<file path="src/rtl/tsbPkg.sv">
package tsbPkg;
  localparam int BYTE_W = 8;
  localparam int WORD_W = 2 * BYTE_W;
  localparam int BANK_W = 8;
  localparam int ADDR_W = WORD_W + BANK_W;

  localparam logic [BYTE_W-1:0] OP_ABSOLUTE = 8'h0C;
  localparam logic [BYTE_W-1:0] OP_DIRECT   = 8'h04;

  typedef enum logic [2:0] {
    A_PC0, A_PC1, A_PC2, A_EA0, A_EA1
  } addrSel_e;

  typedef enum logic [3:0] {
    S_IDLE, S_OPLO, S_OPHI, S_DPX, S_RDLO, S_RDHI, S_INTL, S_WRHI, S_WRLO
  } state_e;

  typedef struct packed {
    logic     capture;
    logic     takeLo;
    logic     takeHi;
    logic     memLo;
    logic     memHi;
    logic     setZ;
    logic     rd;
    logic     wr;
    addrSel_e aSel;
  } ctrl_t;

  typedef struct packed {
    logic absMode;
    logic wide;
    logic dpOff;
  } status_t;

  function automatic logic opKnown(input logic [BYTE_W-1:0] op);
    return (op == OP_ABSOLUTE) || (op == OP_DIRECT);
  endfunction
endpackage

</file>
<file path="src/rtl/tsbCtrl.sv">
module tsbCtrl
  import tsbPkg::*;
(
  input  logic              clk,
  input  logic              rstN,
  input  logic              start,
  input  logic [BYTE_W-1:0] busRdata,
  input  status_t           st,
  output ctrl_t             ctl,
  output logic              done,
  output logic              busy
);
  state_e state, nxt;

  always_ff @(posedge clk or negedge rstN) begin
    if (!rstN) state <= S_IDLE;
    else       state <= nxt;
  end

  always_comb begin
    ctl = '0;
    nxt = state;
    unique case (state)
      S_IDLE: if (start) begin
        ctl.capture = 1'b1;
        ctl.rd      = 1'b1;
        ctl.aSel    = A_PC0;
        if (opKnown(busRdata)) nxt = S_OPLO;
      end
      S_OPLO: begin
        ctl.rd     = 1'b1;
        ctl.aSel   = A_PC1;
        ctl.takeLo = 1'b1;
        if (st.absMode)    nxt = S_OPHI;
        else if (st.dpOff) nxt = S_DPX;
        else               nxt = S_RDLO;
      end
      S_OPHI: begin
        ctl.rd     = 1'b1;
        ctl.aSel   = A_PC2;
        ctl.takeHi = 1'b1;
        nxt        = S_RDLO;
      end
      S_DPX: nxt = S_RDLO;
      S_RDLO: begin
        ctl.rd    = 1'b1;
        ctl.aSel  = A_EA0;
        ctl.memLo = 1'b1;
        nxt       = st.wide ? S_RDHI : S_INTL;
      end
      S_RDHI: begin
        ctl.rd    = 1'b1;
        ctl.aSel  = A_EA1;
        ctl.memHi = 1'b1;
        nxt       = S_INTL;
      end
      S_INTL: begin
        ctl.setZ = 1'b1;
        nxt      = st.wide ? S_WRHI : S_WRLO;
      end
      S_WRHI: begin
        ctl.wr   = 1'b1;
        ctl.aSel = A_EA1;
        nxt      = S_WRLO;
      end
      S_WRLO: begin
        ctl.wr   = 1'b1;
        ctl.aSel = A_EA0;
        nxt      = S_IDLE;
      end
      default: nxt = S_IDLE;
    endcase
  end

  assign done = (state == S_WRLO);
  assign busy = (state != S_IDLE);

  AST_ONE_ACCESS: assert property (@(posedge clk) disable iff (!rstN)
    !(ctl.rd && ctl.wr));
  AST_HIGH_BEFORE_LOW: assert property (@(posedge clk) disable iff (!rstN)
    state == S_WRHI |=> (state == S_WRLO) && done);
  AST_WRITE_AFTER_GAP: assert property (@(posedge clk) disable iff (!rstN)
    ctl.wr && !$past(ctl.wr) |-> $past(state) == S_INTL);
  AST_DONE_PULSE: assert property (@(posedge clk) disable iff (!rstN)
    done |=> !done);
  AST_UNKNOWN_STOPS: assert property (@(posedge clk) disable iff (!rstN)
    (state == S_IDLE) && start && !opKnown(busRdata) |=> !busy);
endmodule

</file>
<file path="src/rtl/tsbDatapath.sv">
module tsbDatapath
  import tsbPkg::*;
(
  input  logic              clk,
  input  logic              rstN,
  input  ctrl_t             ctl,
  input  logic [ADDR_W-1:0] pcIn,
  input  logic [WORD_W-1:0] accIn,
  input  logic              accWide,
  input  logic [WORD_W-1:0] dpIn,
  input  logic [BANK_W-1:0] dbIn,
  input  logic [BYTE_W-1:0] busRdata,
  output status_t           st,
  output logic [ADDR_W-1:0] busAddr,
  output logic [BYTE_W-1:0] busWdata,
  output logic              zFlag
);
  logic [ADDR_W-1:0] pcQ;
  logic [WORD_W-1:0] accQ, dpQ, offQ, memQ;
  logic [BANK_W-1:0] dbQ;
  logic              wideQ, absQ, zQ;

  always_ff @(posedge clk or negedge rstN) begin
    if (!rstN) begin
      pcQ <= '0; accQ <= '0; dpQ <= '0; dbQ <= '0;
      wideQ <= 1'b0; absQ <= 1'b0;
    end else if (ctl.capture) begin
      pcQ   <= pcIn;
      accQ  <= accIn;
      dpQ   <= dpIn;
      dbQ   <= dbIn;
      wideQ <= accWide;
      absQ  <= (busRdata == OP_ABSOLUTE);
    end
  end

  always_ff @(posedge clk or negedge rstN) begin
    if (!rstN) begin
      offQ <= '0;
      memQ <= '0;
    end else begin
      if (ctl.takeLo) offQ[BYTE_W-1:0]      <= busRdata;
      if (ctl.takeHi) offQ[WORD_W-1:BYTE_W] <= busRdata;
      if (ctl.capture) offQ[WORD_W-1:BYTE_W] <= '0;
      if (ctl.memLo)  memQ[BYTE_W-1:0]      <= busRdata;
      if (ctl.memHi)  memQ[WORD_W-1:BYTE_W] <= busRdata;
      if (ctl.capture) memQ <= '0;
    end
  end

  logic loHit, hiHit;
  assign loHit = |(accQ[BYTE_W-1:0] & memQ[BYTE_W-1:0]);
  assign hiHit = |(accQ[WORD_W-1:BYTE_W] & memQ[WORD_W-1:BYTE_W]);

  always_ff @(posedge clk or negedge rstN) begin
    if (!rstN)         zQ <= 1'b0;
    else if (ctl.setZ) zQ <= !(loHit || (wideQ && hiHit));
  end
  assign zFlag = zQ;

  logic [WORD_W-1:0] dpSum;
  logic [ADDR_W-1:0] ea0, ea1, pc1, pc2;
  assign dpSum = dpQ + {{(WORD_W-BYTE_W){1'b0}}, offQ[BYTE_W-1:0]};
  assign ea0   = absQ ? {dbQ, offQ} : {{BANK_W{1'b0}}, dpSum};
  assign ea1   = absQ ? ea0 + ADDR_W'(1) : {{BANK_W{1'b0}}, dpSum + WORD_W'(1)};
  assign pc1   = {pcQ[ADDR_W-1:WORD_W], pcQ[WORD_W-1:0] + WORD_W'(1)};
  assign pc2   = {pcQ[ADDR_W-1:WORD_W], pcQ[WORD_W-1:0] + WORD_W'(2)};

  always_comb begin
    unique case (ctl.aSel)
      A_PC0:   busAddr = pcIn;
      A_PC1:   busAddr = pc1;
      A_PC2:   busAddr = pc2;
      A_EA0:   busAddr = ea0;
      A_EA1:   busAddr = ea1;
      default: busAddr = pcIn;
    endcase
  end

  assign busWdata = (ctl.aSel == A_EA1)
                  ? (memQ[WORD_W-1:BYTE_W] | accQ[WORD_W-1:BYTE_W])
                  : (memQ[BYTE_W-1:0] | accQ[BYTE_W-1:0]);

  assign st.absMode = absQ;
  assign st.wide    = wideQ;
  assign st.dpOff   = |dpQ[BYTE_W-1:0];

  AST_WRITE_COVERS_ACC: assert property (@(posedge clk) disable iff (!rstN)
    ctl.wr && ctl.aSel == A_EA0 |->
      (busWdata & accQ[BYTE_W-1:0]) == accQ[BYTE_W-1:0]);
  AST_DP_IN_BANK0: assert property (@(posedge clk) disable iff (!rstN)
    (ctl.rd || ctl.wr) && !absQ && (ctl.aSel == A_EA0 || ctl.aSel == A_EA1)
      |-> busAddr[ADDR_W-1:WORD_W] == '0);
  AST_Z_HOLDS: assert property (@(posedge clk) disable iff (!rstN)
    !ctl.setZ |=> $stable(zFlag));
endmodule

</file>
<file path="src/rtl/tsbSequencer.sv">
module tsbSequencer
  import tsbPkg::*;
(
  input  logic        clk,
  input  logic        rstN,
  input  logic        start,
  input  logic [23:0] pcIn,
  input  logic [15:0] accIn,
  input  logic        accWide,
  input  logic [15:0] dpIn,
  input  logic [7:0]  dbIn,
  output logic [23:0] busAddr,
  output logic        busRd,
  output logic        busWr,
  output logic [7:0]  busWdata,
  input  logic [7:0]  busRdata,
  output logic        zFlag,
  output logic        done,
  output logic        busy
);
  ctrl_t   ctl;
  status_t st;

  tsbCtrl uCtrl (
    .clk(clk), .rstN(rstN), .start(start), .busRdata(busRdata),
    .st(st), .ctl(ctl), .done(done), .busy(busy)
  );

  tsbDatapath uData (
    .clk(clk), .rstN(rstN), .ctl(ctl), .pcIn(pcIn), .accIn(accIn),
    .accWide(accWide), .dpIn(dpIn), .dbIn(dbIn), .busRdata(busRdata),
    .st(st), .busAddr(busAddr), .busWdata(busWdata), .zFlag(zFlag)
  );

  assign busRd = ctl.rd;
  assign busWr = ctl.wr;
endmodule

</file>
<file path="config.mk">
export PLATFORM = sky130hd
export DESIGN_NAME = tsbSequencer
export DESIGN_NICKNAME = d
export VERILOG_FILES = /design/src/rtl/tsbPkg.sv /design/src/rtl/tsbCtrl.sv /design/src/rtl/tsbDatapath.sv /design/src/rtl/tsbSequencer.sv
export SDC_FILE = /design/constraint.sdc
export NUM_CORES = 1
export LEC_CHECK = 0
export BUFFER_PORTS_ARGS = -buffer_cell sky130_fd_sc_hd__clkbuf_2
export CAP_MARGIN = 20
export CORE_MARGIN = 1.5
export CORE_UTILIZATION = 55
export CTS_BUF_LIST = sky130_fd_sc_hd__clkbuf_4 sky130_fd_sc_hd__clkbuf_8
export DETAILED_ROUTE_END_ITERATION = 10
export PLACE_DENSITY = 0.78
export SYNTH_ARGS = -nofsm -noshare
export SYNTH_HDL_FRONTEND = slang
export SYNTH_SLANG_ARGS = --single-unit
</file>
<file path="constraint.sdc">
create_clock -name clk -period 6.3 [get_ports clk]
set_input_delay 0 -clock clk [delete_from_list [all_inputs] [get_ports clk]]
set_output_delay 0 -clock clk [all_outputs]
set_load 0.005 [all_outputs]
</file>
==> run metrics, run 1 <==
largest net degree at the start of global routing=59; flop2flop setup slack=3.52 ns; area occupied by multi-input gates=4274 um^2; drt first pass iters=6; root buffer cell=clkbuf_8; slowest stage delay, CP=a little under 0.6 ns; worst hold path type=input pin to async pin; Synth top area share=between 30% and 40%; first-pass GRT wire length=roughly 34000 um; final setup TNS=0 ns; n_diodes=0; Most Frequent Cell on Critical Path=or4_1; routed wire length=between 20000 and 25000 um; f_max=about 0.23 GHz; vias in the first global route=~6900; Tightest Pin Transition=0.8332 ns; Final period util=a little over two thirds; Buf+Inv Stages, Crit Path=2; status=finished, final reports clean; largest family of logic cells by synthesized area=simple AND/OR/NAND/NOR gates; Post CTS Setup Buffer Count=0; combinational group share of total power=63.7%; hold slack=0.1366 ns; Syn Area/Cell=roughly 8.7 um^2; post-synthesis xor/xnor area fraction=5.450%; clock insertion delay at the later pin of the skew report=around 0.41 ns; Synth-to-Final Area Change=23.15%; CTS Sinks=a little over 100; CTS tree=built; area share of fa/ha/maj cells after synthesis=roughly 2.4%; CTS clk-pin slew, worst paths=approximately 0.11 ns; crit path capture type=output pin; Syn Inst Count=811; Synth Area in Compound Gates=between 20% and 30%; Worst R2R End=uData.dpQ[9]; layout cells sized above 1=~22%; Starting Density=56.26%; Top FF cell, synth=dfrtp_1; io pins=roughly 110; Hold Buf Count CTS=75; cell taking the most area after synthesis=dfrtp_1; PortBufs=approximately 110; CP delay by family, top=simple AND/OR/NAND/NOR gates; register area share after synthesis=approximately 36%; yosys warns=0; synthesized cell area=around 7100 um^2; Fin. Hold Viols=0; DR vias/cell=between 6 and 7; Clock H-tree levels=3; number of CTS-inserted buffers=9; # setup viols final=0; WP depth=13; Layout Skew=0.01279 ns; non-filler cells, final=approximately 1100; Post-synth ARST share=100.0%; placed cells=roughly 1100; critical path launch point=uData.offQ[0]; fin. max-slew vios=0; mux share of post-synthesis cell area=roughly 11%; final core occ=between 60% and 70%; CP required=roughly 6.3 ns; Net Count, Synth=900; minimum clock period=~4.4 ns; gpl congestion=approximately 0.95; row cnt=between 40 and 50; Synth Register Bits=just over 100; worst relative slew slack=around 44%; Sequential Power Share=27.4%; grt total ovfl=0; number of enable flip-flop cells after synthesis=0; vias=between 7000 and 8000; Int Pwr=about 2.6 mW; Tot GR Track Use=32.51%; Tot Pwr=5.189 mW; Post-DP HPWL=about 15000 um; crit start category=flip-flop; RSZ-0062 raised after global routing=false; Net Sw Frac=between 40% and 50%; ANT nets after route=0; critical path arrival=roughly 4.4 ns; crit path cell chain=ha_1 > inv_1 > fa_1 > nand2b_1 > a211oi_1 > nor2_1 > xnor2_1 > mux2_2 > nand4_1 > or4_1 > or4_1 > nand3_1 > clkbuf_2; commonest non-fill, non-tap cell in the layout=nand2_1; CP endpoint=busAddr[19]; DR DRC count=0; chip width=~120 um; most frequent cells in the layout=nand2_1 (116), clkbuf_2 (111), dfrtp_1 (103), dlygate4sd3_1 (75), mux2_2 (67); peak supply drop=~0.31 mV; PwrDens=a little under 600 nW/um^2; leak pwr=approximately 3.6 nW; Wirelength per Cell=roughly 19 um; CP Class=flip-flop to output pin; First DRT Iteration DRCs=between 600 and 700; Die Area=13540 um^2; Reg2Reg Depth=4; antenna violations before repair=0; Clk pwr share=9.0%; Post-Synth Simple-Gate Area=slightly above 20%; crit path max-delay cell type=or4_1; layout net count=about 1100; Post-CTS Resized=0; total of max-cap violations=0; Core Box Area=12570 um^2; Die Y=around 120 um; Filler Cells Inserted=about 1000; NetSw=2.564 mW; synth unique cells=72; reg-to-reg startpoint=uCtrl.state[1]; maximum clock insertion buffer count=2; Synth area leaders=dfrtp_1 (36%), mux2_2 (11%), nand2_1 (6.2%); highest net fanout along the worst path=7; FF+latch area=approximately 2600 um^2
-- cell usage after synthesis, drive strengths merged, types with 3 or more instances --
library cell,number
a211o,3
a211oi,9
a21oi,61
a221o,4
a221oi,11
a222oi,8
a22oi,8
a311oi,4
a31oi,8
and2,6
and3,11
and4,4
buf,7
clkbuf,39
dfrtp,103
ha,12
inv,11
mux2,67
mux2i,4
nand2,116
nand2b,6
nand3,29
nand4,8
nor2,64
nor2b,9
nor3,21
nor3b,3
nor4,10
nor4b,4
o211ai,11
o21a,3
o21ai,46
o221ai,5
o22ai,6
o31a,3
o31ai,5
or2,4
or4,6
xnor2,26
xor2,18
-- cells by family (layout without fill, tap and decap cells) --
group | count (synthesis) | after routing
adder cells (fa/ha/maj) | 13 | 13
buffers and inverters | 58 | 223
flip-flops | 103 | 103
AND/OR/NAND/NOR | 307 | 307
multiplexers | 71 | 71
XOR/XNOR | 44 | 44
AO/OA/AOI/OAI | 215 | 215
-- registers in the layout, indices dropped and copies added, names as in the netlist --
register,cells
uData.dbQ,8
uData.absQ,1
uData.dpQ,16
uData.wideQ,1
uData.zFlag,1
uData.pcQ,24
uCtrl.state,4
uData.accQ,16
uData.memQ,16
uData.offQ,16
-- how the worst min path moves through the flow --
stage	from	end	depth (start not counted)
after global placement	rstN	uData.dpQ[13]	1
after global routing	rstN	uData.dpQ[6]	2
after detailed placement	rstN	uData.dpQ[13]	1
after CTS	rstN	uData.dpQ[6]	2
final	rstN	uData.dpQ[6]	2
after floorplan	rstN	uCtrl.state[0]	0
-- power groups by stage --
stage | clock network [mW] | logic [mW] | registers [mW]
global route | 0.496 | 3.63 | 1.46
detailed placement | 0 | 3.19 | 1.41
finish | 0.466 | 3.30 | 1.42
CTS | 0.474 | 3.24 | 1.40
floorplan | 0 | 2.44 | 1.23
global placement | 0 | 3.13 | 1.40
-- layer usage --
metal,vias up,track usage [%],part of all wire [%]
met5,-,0,0
met4,0,14.72,3.8
met3,70,6.487,8.3
met2,354,52.94,48
met1,3389,42.06,40
li1,3319,-,-
-- stage by stage --
step | cell area [um^2] | setup slack [ns]
3_5_place_dp | 7727 | 2.349
4_1_cts | 8702 | 1.900
2_1_floorplan | 7071 | 2.909
3_3_place_gp | 7727 | 2.505
6_report | 8707 | 1.884
5_1_grt | 8707 | 1.508
-- worst register-to-register path: cells and delay by family (launching register included) --
| family | cells | cell delay (ns) |
|---|---|---|
| simple gates | 2 | 0.93 |
| buf+inv | 1 | 0.67 |
| flops | 1 | 0.61 |
| mux | 1 | 0.45 |
-- area by class of cell --
class,count,share of cell area [%]
clock inverter,7,1.150
inverter,12,0.5173
multi-input combinational,650,49.09
sequential,103,29.60
tap,172,2.472
clock buffer,9,1.423
timing repair buffer,195,15.75
No activity file was read; power rests on OpenSTA's default activity.
==> run 2, diff against run 1 <==
ABC_AREA = 1   (was default)
PLACE_DENSITY = 0.77   (was 0.78)
clock period = 4.3 ns   (was 6.3 ns; I/O delays follow)
==> run metrics, run 2 <==
status=finished, final reports clean; Top FF cell, synth=dfrtp_1; Syn Area/Cell=roughly 6.7 um^2; minimum clock period=3.400 ns; number of CTS-inserted buffers=9; slowest stage delay, CP=between 0.4 and 0.5 ns; Synth top area share=~34%; drt first pass iters=7; number of enable flip-flop cells after synthesis=0; most common cell in the netlist=nand2_1; Hold Buf Count CTS=74; chip width=around 120 um; CP delay by family, top=simple AND/OR/NAND/NOR gates; Fin. Hold Viols=0; Tightest Pin Transition=between 0.8 and 0.9 ns; critical path launch point=uData.offQ[0]; Hold Crit Endpoint=uCtrl.state[0]; PwrDens=slightly below 800 nW/um^2; Synth Register Bits=slightly above 100; Synth area leaders=dfrtp_1 (34%), nand2_1 (20%), o21ai_0 (6.3%); layout cells sized above 1=a little under a fifth; Clock H-tree levels=3; post-synthesis xor/xnor area fraction=less than 1%; First DRT Iteration DRCs=between 700 and 800; cell taking the most area after synthesis=dfrtp_1; yosys warns=0; routed wire length=~24000 um; crit path max-delay cell type=fa_1; Largest Register=uData.pcQ; Die Area=~14000 um^2; Hold Startpoint=start; maximum clock insertion buffer count=2; Post-CTS Resized=0; Syn Inst Count=1133; vias in the first global route=about 7900; synthesized cell area=around 7600 um^2; ANT nets after route=0; most frequent cells in the layout=nand2_1 (402), clkbuf_2 (111), inv_1 (110), dfrtp_1 (103), o21ai_0 (95); leak pwr=roughly 4.6 nW; first-pass GRT wire length=38630 um; Reg2Reg Depth=7; crit start category=flip-flop; CP Class=flip-flop to output pin; Commonest cells post-synth=nand2_1 (402), inv_1 (111), dfrtp_1 (103); io pins=approximately 110; critical path arrival=about 3.4 ns; row cnt=42; n_diodes=0; flop2flop setup slack=2.16 ns; Wirelength per Cell=~16 um; Worst R2R End=uData.memQ[2]; DR DRC count=0; Synth-to-Final Area Change=21.76%; total of max-cap violations=0; Net Count, Synth=between 1000 and 1500; DR vias/cell=approximately 5.6; CTS tree=built; max FFs per register=24; mux share of post-synthesis cell area=less than 1%; largest family of logic cells by synthesized area=simple AND/OR/NAND/NOR gates; Core Box Area=13350 um^2; area share of fa/ha/maj cells after synthesis=2.245%; Filler Cells Inserted=around 1200; Layout Skew=0.01168 ns; Synth Area in Compound Gates=12.68%; commonest non-fill, non-tap cell in the layout=nand2_1; Die Y=around 120 um; Post-synth ARST share=100.0%; Tot Pwr=7.218 mW; Post CTS Setup Buffer Count=0; Post-Synth Simple-Gate Area=between 40% and 50%; f_max=~0.29 GHz; worst hold path depth=5; PortBufs=112; fin. max-slew vios=0; largest net degree at the start of global routing=90; Final period util=~80%; Starting Density=about 57%; register area share after synthesis=between 30% and 40%; CP required=between 4 and 5 ns; synth unique cells=between 40 and 50; clock insertion delay at the later pin of the skew report=about 0.40 ns; CTS Sinks=103; antenna violations before repair=0; worst hold path type=input pin to flip-flop; peak supply drop=0.3959 mV; final setup TNS=0 ns; reg-to-reg startpoint=uCtrl.state[2]; worst relative slew slack=40.10%; # setup viols final=0; Buf+Inv Stages, Crit Path=4; crit path cell chain=ha_1 > inv_1 > fa_1 > inv_1 > ha_1 > inv_1 > nor2_1 > nand3_1 > nor2_2 > nand3_1 > a21oi_2 > nand2_1 > nand3_1 > nand2_1 > a21boi_0 > nand4_1 > clkbuf_2; Tot GR Track Use=around 34%; crit path capture type=output pin; RSZ-0062 raised after global routing=false; gpl congestion=0.9637; Post-DP HPWL=roughly 17000 um; highest net fanout along the worst path=4; grt total ovfl=0; root buffer cell=clkbuf_8; vias=8386; CTS clk-pin slew, worst paths=0.11 ns; layout net count=around 1400
run 2: changes by cell type after synthesis, moves of 41 or more:
cell | before | now
a21oi_1 | 60 | 19
inv_1 | 11 | 111
mux2_2 | 67 | 4
nand2_1 | 116 | 402
nand3_1 | 29 | 90
o21ai_0 | 44 | 95
run 2: area by class of cell:
| cell class | count | area (um^2) | area share [%] |
|---|---|---|---|
| tap | 176 | 220.2 | 2.386 |
| inverter | 121 | 454.2 | 4.922 |
| multi-input combinational | 874 | 4387 | 47.54 |
| sequential | 103 | 2577 | 27.93 |
| clock inverter | 6 | 86.33 | 0.9356 |
| timing repair buffer | 195 | 1371 | 14.86 |
| clock buffer | 10 | 131.4 | 1.424 |
run 2: worst max-delay path by stage:
stage | depth (start not counted) | end
2_1_floorplan | 17 | busAddr[14]
3_3_place_gp | 17 | busAddr[8]
3_5_place_dp | 17 | busAddr[8]
4_1_cts | 17 | busAddr[8]
5_1_grt | 17 | busAddr[8]
6_report | 17 | busAddr[8]
run 2: kinds of logic after synthesis:
group,after synthesis
compound gates,163
mux,5
xor+xnor,2
fa+ha+maj,13
simple gates,691
flops,103
buf+inv,156
run 2: stage by stage:
step / instances / setup slack, ns / hold WS, ns / cell area, um^2 / util [%]
2_1_floorplan: 1133 / 1.872 / -0.2956 / 7579 / -
3_3_place_gp: 1395 / 1.455 / 0.1709 / 8269 / 61.95
3_5_place_dp: 1395 / 1.377 / 0.1659 / 8269 / 61.95
4_1_cts: 1485 / 0.9150 / 0.05392 / 9228 / 69.13
5_1_grt: 1485 / 0.6500 / 0.1448 / 9228 / 69.13
6_report: 1485 / 0.8999 / 0.07516 / 9228 / 69.13
run 2: worst min-delay path, cell delays in order:
cell and delay (ns):
clkbuf_2 0.10, inv_1 0.11, nor3_1 0.10, nor2_1 0.09, nor2_1 0.04
run 2: per-layer routing:
metal	global-route usage, %	wire (um)	vias to the layer above
met5	0	0	-
met4	11.18	626	0
met3	5.472	1659	65
met2	57.60	11390	388
met1	43.81	10130	3879
li1	-	-	4054
run 2: report_power, final:
group          switching, mW  internal (mW)  leakage, nW  total, mW
Combinational           3.08           1.59         3.18       4.66
Clock                  0.406          0.294        0.111      0.699
Sequential             0.439           1.42         1.28       1.86
